$ cat config.mk
export PLATFORM = sky130hd
export DESIGN_NAME = pwr_mode_ctrl
export DESIGN_NICKNAME = d
export VERILOG_FILES = /design/src/rtl/pwr_mode_pkg.sv /design/src/rtl/pmc_mode_reg.sv /design/src/rtl/pmc_mem_gate.sv /design/src/rtl/pmc_idle_timer.sv /design/src/rtl/pwr_mode_ctrl.sv
export SDC_FILE = /design/constraint.sdc
export NUM_CORES = 1
export LEC_CHECK = 0
export ABC_AREA = 1
export BUFFER_PORTS_ARGS = -buffer_cell sky130_fd_sc_hd__buf_2
export CELL_PAD_IN_SITES_DETAIL_PLACEMENT = 0
export CELL_PAD_IN_SITES_GLOBAL_PLACEMENT = 2
export CORE_ASPECT_RATIO = 0.9
export CORE_MARGIN = 10
export CORE_UTILIZATION = 26
export CTS_CLUSTER_SIZE = 20
export DETAILED_ROUTE_END_ITERATION = 10
export PLACE_DENSITY_LB_ADDON = 0.1
export SLEW_MARGIN = 25
export SYNTH_ARGS = -nofsm -noshare
export SYNTH_HDL_FRONTEND = slang
export SYNTH_SLANG_ARGS = --single-unit
$ cat constraint.sdc
create_clock -name clk -period 1.2 [get_ports clk]
set_input_delay 0.24 -clock clk [delete_from_list [all_inputs] [get_ports clk]]
set_output_delay 0.24 -clock clk [all_outputs]
set_load 0.02 [all_outputs]
$ cat src/rtl/pwr_mode_pkg.sv
package pwr_mode_pkg;
  localparam int MODE_W    = 8;
  localparam int MISER_BIT = 3;
  localparam int TDIS_BIT  = 4;

  typedef logic [MODE_W-1:0] mode_t;

  typedef struct packed {
    logic even;
    logic odd;
  } half_en_t;
endpackage

$ cat src/rtl/pmc_mode_reg.sv
module pmc_mode_reg
  import pwr_mode_pkg::*;
(
  input  logic  clk,
  input  logic  rst,
  input  logic  we,
  input  mode_t wdata,
  output mode_t rdata,
  output logic  miser,
  output logic  tdis
);
  mode_t mode_q;

  always_ff @(posedge clk) begin
    if (rst) begin
      mode_q <= '0;
    end else if (we) begin
      mode_q <= wdata;
    end
  end

  assign rdata = mode_q;
  assign miser = mode_q[MISER_BIT];
  assign tdis  = mode_q[TDIS_BIT];
endmodule

$ cat src/rtl/pmc_mem_gate.sv
module pmc_mem_gate
  import pwr_mode_pkg::*;
#(
  parameter bit MISER_GATED = 1'b1
)(
  input  logic     clk,
  input  logic     rst,
  input  logic     cs_n,
  input  logic     sel,
  input  logic     miser,
  input  logic     bus8,
  input  logic     addr0,
  output half_en_t en
);
  logic     on;
  logic     split;
  half_en_t en_d;

  // MISER_GATED memories stay on while selected-chip and miser off;
  // the others are powered only while addressed.
  generate
    if (MISER_GATED) begin : g_miser
      assign on = !cs_n && (sel || !miser);
    end else begin : g_plain
      logic unused_miser;
      assign unused_miser = miser;
      assign on = !cs_n && sel;
    end
  endgenerate

  assign split     = miser && bus8;
  assign en_d.even = on && !(split && addr0);
  assign en_d.odd  = on && !(split && !addr0);

  always_ff @(posedge clk) begin
    if (rst) begin
      en <= '{even: 1'b1, odd: 1'b1};
    end else begin
      en <= en_d;
    end
  end
endmodule

$ cat src/rtl/pmc_idle_timer.sv
module pmc_idle_timer #(
  parameter int IN_W        = 16,
  parameter int IDLE_CYCLES = 13
)(
  input  logic            clk,
  input  logic            rst,
  input  logic            tdis,
  input  logic [IN_W-1:0] din,
  output logic            lowpwr
);
  localparam int CW = $clog2(IDLE_CYCLES + 1);
  localparam logic [CW-1:0] LIM    = CW'(IDLE_CYCLES);
  localparam logic [CW-1:0] LIM_M1 = CW'(IDLE_CYCLES - 1);

  logic [IN_W-1:0] prev_q;
  logic [CW-1:0]   cnt_q;
  logic            chg;

  assign chg = (din != prev_q);

  always_ff @(posedge clk) begin
    if (rst) begin
      prev_q <= '0;
      cnt_q  <= '0;
      lowpwr <= 1'b0;
    end else begin
      prev_q <= din;
      if (chg || !tdis) begin
        cnt_q <= '0;
      end else if (cnt_q != LIM) begin
        cnt_q <= cnt_q + 1'b1;
      end
      lowpwr <= tdis && !chg && (cnt_q >= LIM_M1);
    end
  end
endmodule

$ cat src/rtl/pwr_mode_ctrl.sv
module pwr_mode_ctrl
  import pwr_mode_pkg::*;
#(
  parameter int IN_W        = 16,
  parameter int IDLE_CYCLES = 13
)(
  input  logic            clk,
  input  logic            rst,
  input  logic            cs_n,
  input  logic            sel_prog,
  input  logic            sel_data,
  input  logic            bus8,
  input  logic            addr0,
  input  logic            reg_we,
  input  logic [7:0]      reg_wdata,
  output logic [7:0]      reg_rdata,
  input  logic [IN_W-1:0] logic_in,
  output logic            prog_en_even,
  output logic            prog_en_odd,
  output logic            data_en_even,
  output logic            data_en_odd,
  output logic            logic_lowpwr
);
  logic     miser;
  logic     tdis;
  half_en_t prog_en;
  half_en_t data_en;

  pmc_mode_reg u_reg (
    .clk   (clk),
    .rst   (rst),
    .we    (reg_we),
    .wdata (reg_wdata),
    .rdata (reg_rdata),
    .miser (miser),
    .tdis  (tdis)
  );

  pmc_mem_gate #(.MISER_GATED(1'b1)) u_prog (
    .clk   (clk),
    .rst   (rst),
    .cs_n  (cs_n),
    .sel   (sel_prog),
    .miser (miser),
    .bus8  (bus8),
    .addr0 (addr0),
    .en    (prog_en)
  );

  pmc_mem_gate #(.MISER_GATED(1'b0)) u_data (
    .clk   (clk),
    .rst   (rst),
    .cs_n  (cs_n),
    .sel   (sel_data),
    .miser (miser),
    .bus8  (bus8),
    .addr0 (addr0),
    .en    (data_en)
  );

  pmc_idle_timer #(.IN_W(IN_W), .IDLE_CYCLES(IDLE_CYCLES)) u_idle (
    .clk    (clk),
    .rst    (rst),
    .tdis   (tdis),
    .din    (logic_in),
    .lowpwr (logic_lowpwr)
  );

  assign prog_en_even = prog_en.even;
  assign prog_en_odd  = prog_en.odd;
  assign data_en_even = data_en.even;
  assign data_en_odd  = data_en.odd;
endmodule

Yosys cells after proc, flatten, opt, wreduce, memory -nomap -nowiden
Index checks and enable logic that the tools add are counted.
{"block": "totals", "output_inout_bits": 13, "romBits": 0, "latchBits": 0, "ramBits": 0, "mem_count": 0, "ff_bits": 33}
{"block": "classes", "order_cmp": 1, "add_sub_neg": 1, "n_div": 0, "reduce_logical": 21, "mul": 0, "n_bitwise": 0, "n_eq_ne": 2, "mux": 0, "shift": 0}
{"op": "16-bit != test", "count": 1}
{"op": "1-bit logical AND", "count": 11}
{"op": "1-bit logical NOT", "count": 7}
{"op": "4-bit by 1-bit adder with 4-bit output (second input constant)", "count": 1}
{"op": "4-bit greater-or-equal comparator (second input constant)", "count": 1}
{"op": "4-bit != test (second input constant)", "count": 1}
{"op": "1-bit logical OR", "count": 2}
{"op": "2-bit OR reduction", "count": 1}

Longest topological paths before layout
{"block": "depth", "depth_word": 4, "mapped_depth": 8, "depth_no_buf": 8}

Hierarchy
A second synthesis with hierarchy kept.
{"block": "hier_totals", "cells_unflattened": 221, "hier_area_um2": 1478.9}
{"mod": "pmc_idle_timer", "area_each_um2": 953.4, "n_inst": 1, "cells_per_inst": 143, "seq_area_each_um2": 420.4}
{"mod": "pmc_mode_reg", "area_each_um2": 356.6, "n_inst": 1, "cells_per_inst": 53, "seq_area_each_um2": 160.2}
{"mod": "pmc_mem_gate at u_prog", "area_each_um2": 86.3, "n_inst": 1, "cells_per_inst": 13, "seq_area_each_um2": 40.0}
{"mod": "pmc_mem_gate at u_data", "area_each_um2": 82.6, "n_inst": 1, "cells_per_inst": 12, "seq_area_each_um2": 40.0}

Least setup slack after synthesis
OpenSTA, ideal clock, no wires.
{"block": "synth_timing", "path_type": "register -> register", "start": "reg u_idle.cnt_q[1]", "end": "reg u_idle.cnt_q[1]", "setup_slack_ps": 156, "arrival_ps": 979, "n_path_buf": 0, "period_less_slack_ps": 1044, "stages_incl_launch_ff": 8, "setup_ps": 65, "path_cell_list": "dfxtp_1 inv_1 ha_1 nand3_1 inv_1 o21ai_0 inv_1 nor2_1"}
{"block": "synth_via", "elab_chain_len": 1}
{"element": "start, declared", "line": "pmc_idle_timer.sv:16", "rtl": "logic [CW-1:0] cnt_q;"}
{"element": "start signal, assigned", "line": "pmc_idle_timer.sv:31", "rtl": "cnt_q <= cnt_q + 1'b1;"}
{"element": "4-bit by 1-bit adder with 4-bit output / 4-bit != test (equally long branches)", "line": "pmc_idle_timer.sv:31, pmc_idle_timer.sv:30"}
Parallel ways exist; a longest one is shown, timed or not.
A chain may end at the register's enable or synchronous reset.

Worst setup path in the final report
{"block": "layout_timing", "start": "reg u_reg.mode_q[3], in the netlist u_reg.rdata[3]", "end": "out reg_rdata[3]"}
{"element": "start, declared", "line": "pmc_mode_reg.sv:12", "rtl": "mode_t mode_q;"}
{"element": "start signal, assigned", "line": "pmc_mode_reg.sv:18", "rtl": "mode_q <= wdata;"}
{"element": "end, declared", "line": "pwr_mode_ctrl.sv:16", "rtl": "output logic [7:0] reg_rdata,"}
No word-level cell between the ends.

==> results by stage <==
STA:
- The worst hold slack is 183 ps.
- Of the available clock period, the critical path in the final layout requires 0.925.
- The final setup skew is 3.79 ps.
- The final number of hold-violating endpoints is 0.
- For the pin with the worst max-slew slack, the measured transition is 277 ps.
- The total setup violations reported at the end of the flow is 0.
- For this run, the top clock speed supported by timing is 901 MHz.
- The post-layout worst setup margin is 90.5 ps.
- Measured against its own limit, the worst slew margin works out to 0.815.
- The total negative slack for setup checks is 0 ps.
- The max-slew violation total from the final report came to 0.
- The clock period minus worst slack is 1110 ps.
- Setup repair after global routing could not meet its margin everywhere.

Worst setup path:
- The number of buffer and inverter instances along the worst setup path is 1.
- Data on the critical path is required at its endpoint by 960 ps.
- The worst setup path is launched from a flop.
- In this run the worst path has a maximum fanout of 5.
- The biggest cell delay along the critical path is 400 ps.
- The critical path class is reg -> out.
- The critical path's top delay family is flip-flops.
- The data arrival time of the critical path is 870 ps.
- The slowest stage of the critical path belongs to the cell dfxtp_1.
- The critical path goes through buf_2.
- The endpoint type of the worst setup path is a primary output.

Logic synthesis:
- A synthesized cell averages 7.03 µm².
- Synthesis handed over a netlist of 195 instances.
- The synthesis warning total is 0.
- Summing every instance area after synthesis gives 1370 µm².
- The synthesized net count is 229.
- After synthesis, the netlist uses 21 different library cells.
- For this run, the register share of the synthesized area comes to 0.482.
- In this run, synthesis produced a sequential element count of 33.

Clock tree:
- The number of hold buffers added after cts is 0.
- The number of setup buffers added after CTS is 0.
- The worst-case clock buffer depth is 2.
- The clock slew seen by the registers of the worst setup and hold paths is 70 ps.
- The clock tree synthesis step divided the H-tree into 2 levels.
- Counting the buffers created by CTS gives 5.
- The clock tree root driver cell is clkbuf_8.
- The TritonCTS clock tree is yes.
- The later pin in the worst-skew pair is clocked with a latency of 280 ps.
- After clock tree synthesis, the repair step resized 0 gates.
- The number of sinks handled by clock tree synthesis is 33.

Finish:
- The library cell used most frequently in the layout, excluding fill and tap cells, is nand2_1.
- 0 antenna diodes ended up in the layout.
- The area of all placed cells without fillers is 1790 µm².
- The area growth from synthesis to layout is 30.4%.
- The net count of the finished layout is 279.
- Leaving out fill and tap cells, the most frequent cells in the layout are 45 x nand2_1, 44 x nor2_1, 44 x buf_2, 29 x inv_1, 29 x dfxtp_1.
- Of the cells placed in the final design, the portion with a size suffix greater than 1 is 0.293.

Place:
- Detailed placement finished with a half-perimeter wire length of 2590 µm.
- Routability-driven placement finished with a final weighted congestion of 0.688.
- The setup slack after placement is 97.0 ps.
- Once placement finished, the instance area stood at 1670 µm².
- The count of buffers added on input and output ports is 44.

Route:
- The wire length reported by the detailed router is 3180 µm.
- Once detail routing completed, the nets flagged for antenna violations numbered 0.
- In the routed layout, each cell is associated on average with a via count of 3.75.
- The routed length per placed instance is 10.2 µm.
- The remaining design rule violation count is 0.
- For this block, the initial DRC count from the detailed router was 31.
- The via count is 1175.
- The first-pass iteration count of the detailed router is 2.

Global routing:
- The sum of overflow across all layers after global routing is 0.
- The overall global routing resource usage is 0.0801.
- The via count of the first global-routing pass came to 1265.
- The number of antenna violations at the first check in global routing is 0.
- The global-route wire length before repair is 5380 µm.
- The maximum number of pins on one net before global-route repair is 13.

Power and ir drop:
- The internal portion of total power is 1.79 mW.
- The total net switching power is 0.581 mW.
- The sequential share of power is 0.497.
- Of the total power, the share spent switching nets is 0.245.
- In this run the power density over the cells is 1330 nW/µm².
- The cell leakage power is 0.946 nW.
- The combinational power share is 0.120.
- The largest voltage drop on the vdd net is 0.616 mV.
- The design draws 2.37 mW.
- Of the total power, the clock network draws 0.384.

Run:
- The number of maximum-capacitance constraint violations is 0.

Floorplanning:
- The region available for standard cell placement spans 5190 µm².
- The initial utilization of the core area, before any placement, comes to 0.264.
- The overall die width is 96.6 µm.
- For this design the top-level I/O count stands at 45.
- The die covers 8580 µm².
- The total number of placement rows is 25.
- The die boundary height is 88.9 µm.

Hold path:
- The worst min-delay path class is in -> reg.

Status:
- The flow ran to the end, and the final reports show no timing, DRC or antenna violations.
-- worst register-to-register path, stage by stage (launching register included) --
cell and delay [ps]:
dfxtp_2 330, inv_2 30, nand2_2 60, o21ai_2 50, nor2_2 110, nand2_1 80
nor2_2 120, nand3_2 130, nor2_1 120
-- path summary, 6_finish.rpt --
check	cells after the start	to	start	slack, ps
max	1	reg_rdata[3]	u_reg.rdata[3]	90
min reg2reg	2	u_reg.rdata[4]	u_reg.rdata[4]	460
max reg2reg	8	u_idle.cnt_q[3]	u_idle.prev_q[10]	110
min	3	u_idle.prev_q[7]	logic_in[7]	180
-- stage by stage --
stage / util / cells
2_1_floorplan: - / 195
3_3_place_gp: 0.322 / 305
3_5_place_dp: 0.322 / 305
4_1_cts: 0.341 / 313
5_1_grt: 0.344 / 313
6_report: 0.344 / 313
-- area by class of cell --
class | instances | area, µm²
fill | 595 | 3400
sequential | 33 | 666
multi-input combinational | 122 | 556
timing repair buffer | 48 | 250
inverter | 35 | 131
clock buffer | 7 | 96.3
tap | 67 | 83.8
clock inverter | 1 | 5.00
-- cells in the mapped netlist --
cell      number  area share
ha_1           2       0.018
dfxtp_1       33        0.48
o21ai_1        1      0.0036
inv_1         32       0.088
clkbuf_1       1      0.0027
buf_2          1      0.0036
o22ai_1        1      0.0046
nand3b_1       1      0.0055
a21oi_1        2      0.0073
nand3_1        5       0.018
clkinv_1       1      0.0027
nand3_2        1      0.0073
buf_6          1      0.0082
o21ai_0        9       0.033
buf_4          2       0.011
xnor2_1        4       0.026
nand2_1       46        0.13
nor2_1        46        0.13
nor2_2         2      0.0091
xor2_1         2       0.013
inv_2          2      0.0055
-- cells by family after synthesis --
family | synth area share
simple gates | 0.292
compound gates | 0.0484
xor+xnor | 0.0383
flops | 0.482
buf+inv | 0.121
fa+ha+maj | 0.0182
-- power by group through the flow --
stage	Clock, mW	Combinational [mW]	Sequential (mW)
CTS	0.963	0.288	1.18
global route	1.01	0.326	1.18
global placement	0	0.291	1.20
finish	0.909	0.283	1.18
floorplan	0	0.143	1.23
detailed placement	0	0.287	1.20
-- per-layer routing --
metal,wire [µm],up-vias,share of wire,global-route usage
met2,1350,34,0.42,0.120
met5,0,-,0,0
met1,1420,468,0.44,0.0888
met4,46,0,0.014,0.0317
li1,-,666,-,-
met3,373,7,0.12,0.0512
-- sequential cells by signal (all words and copies together), names as in the netlist --
name and cells:
u_prog.en 2, u_idle.cnt_q 4, u_idle.prev_q 16, u_data.en 2, u_reg.rdata 8, u_idle.lowpwr 1
No activity file was read; power rests on OpenSTA's default activity.
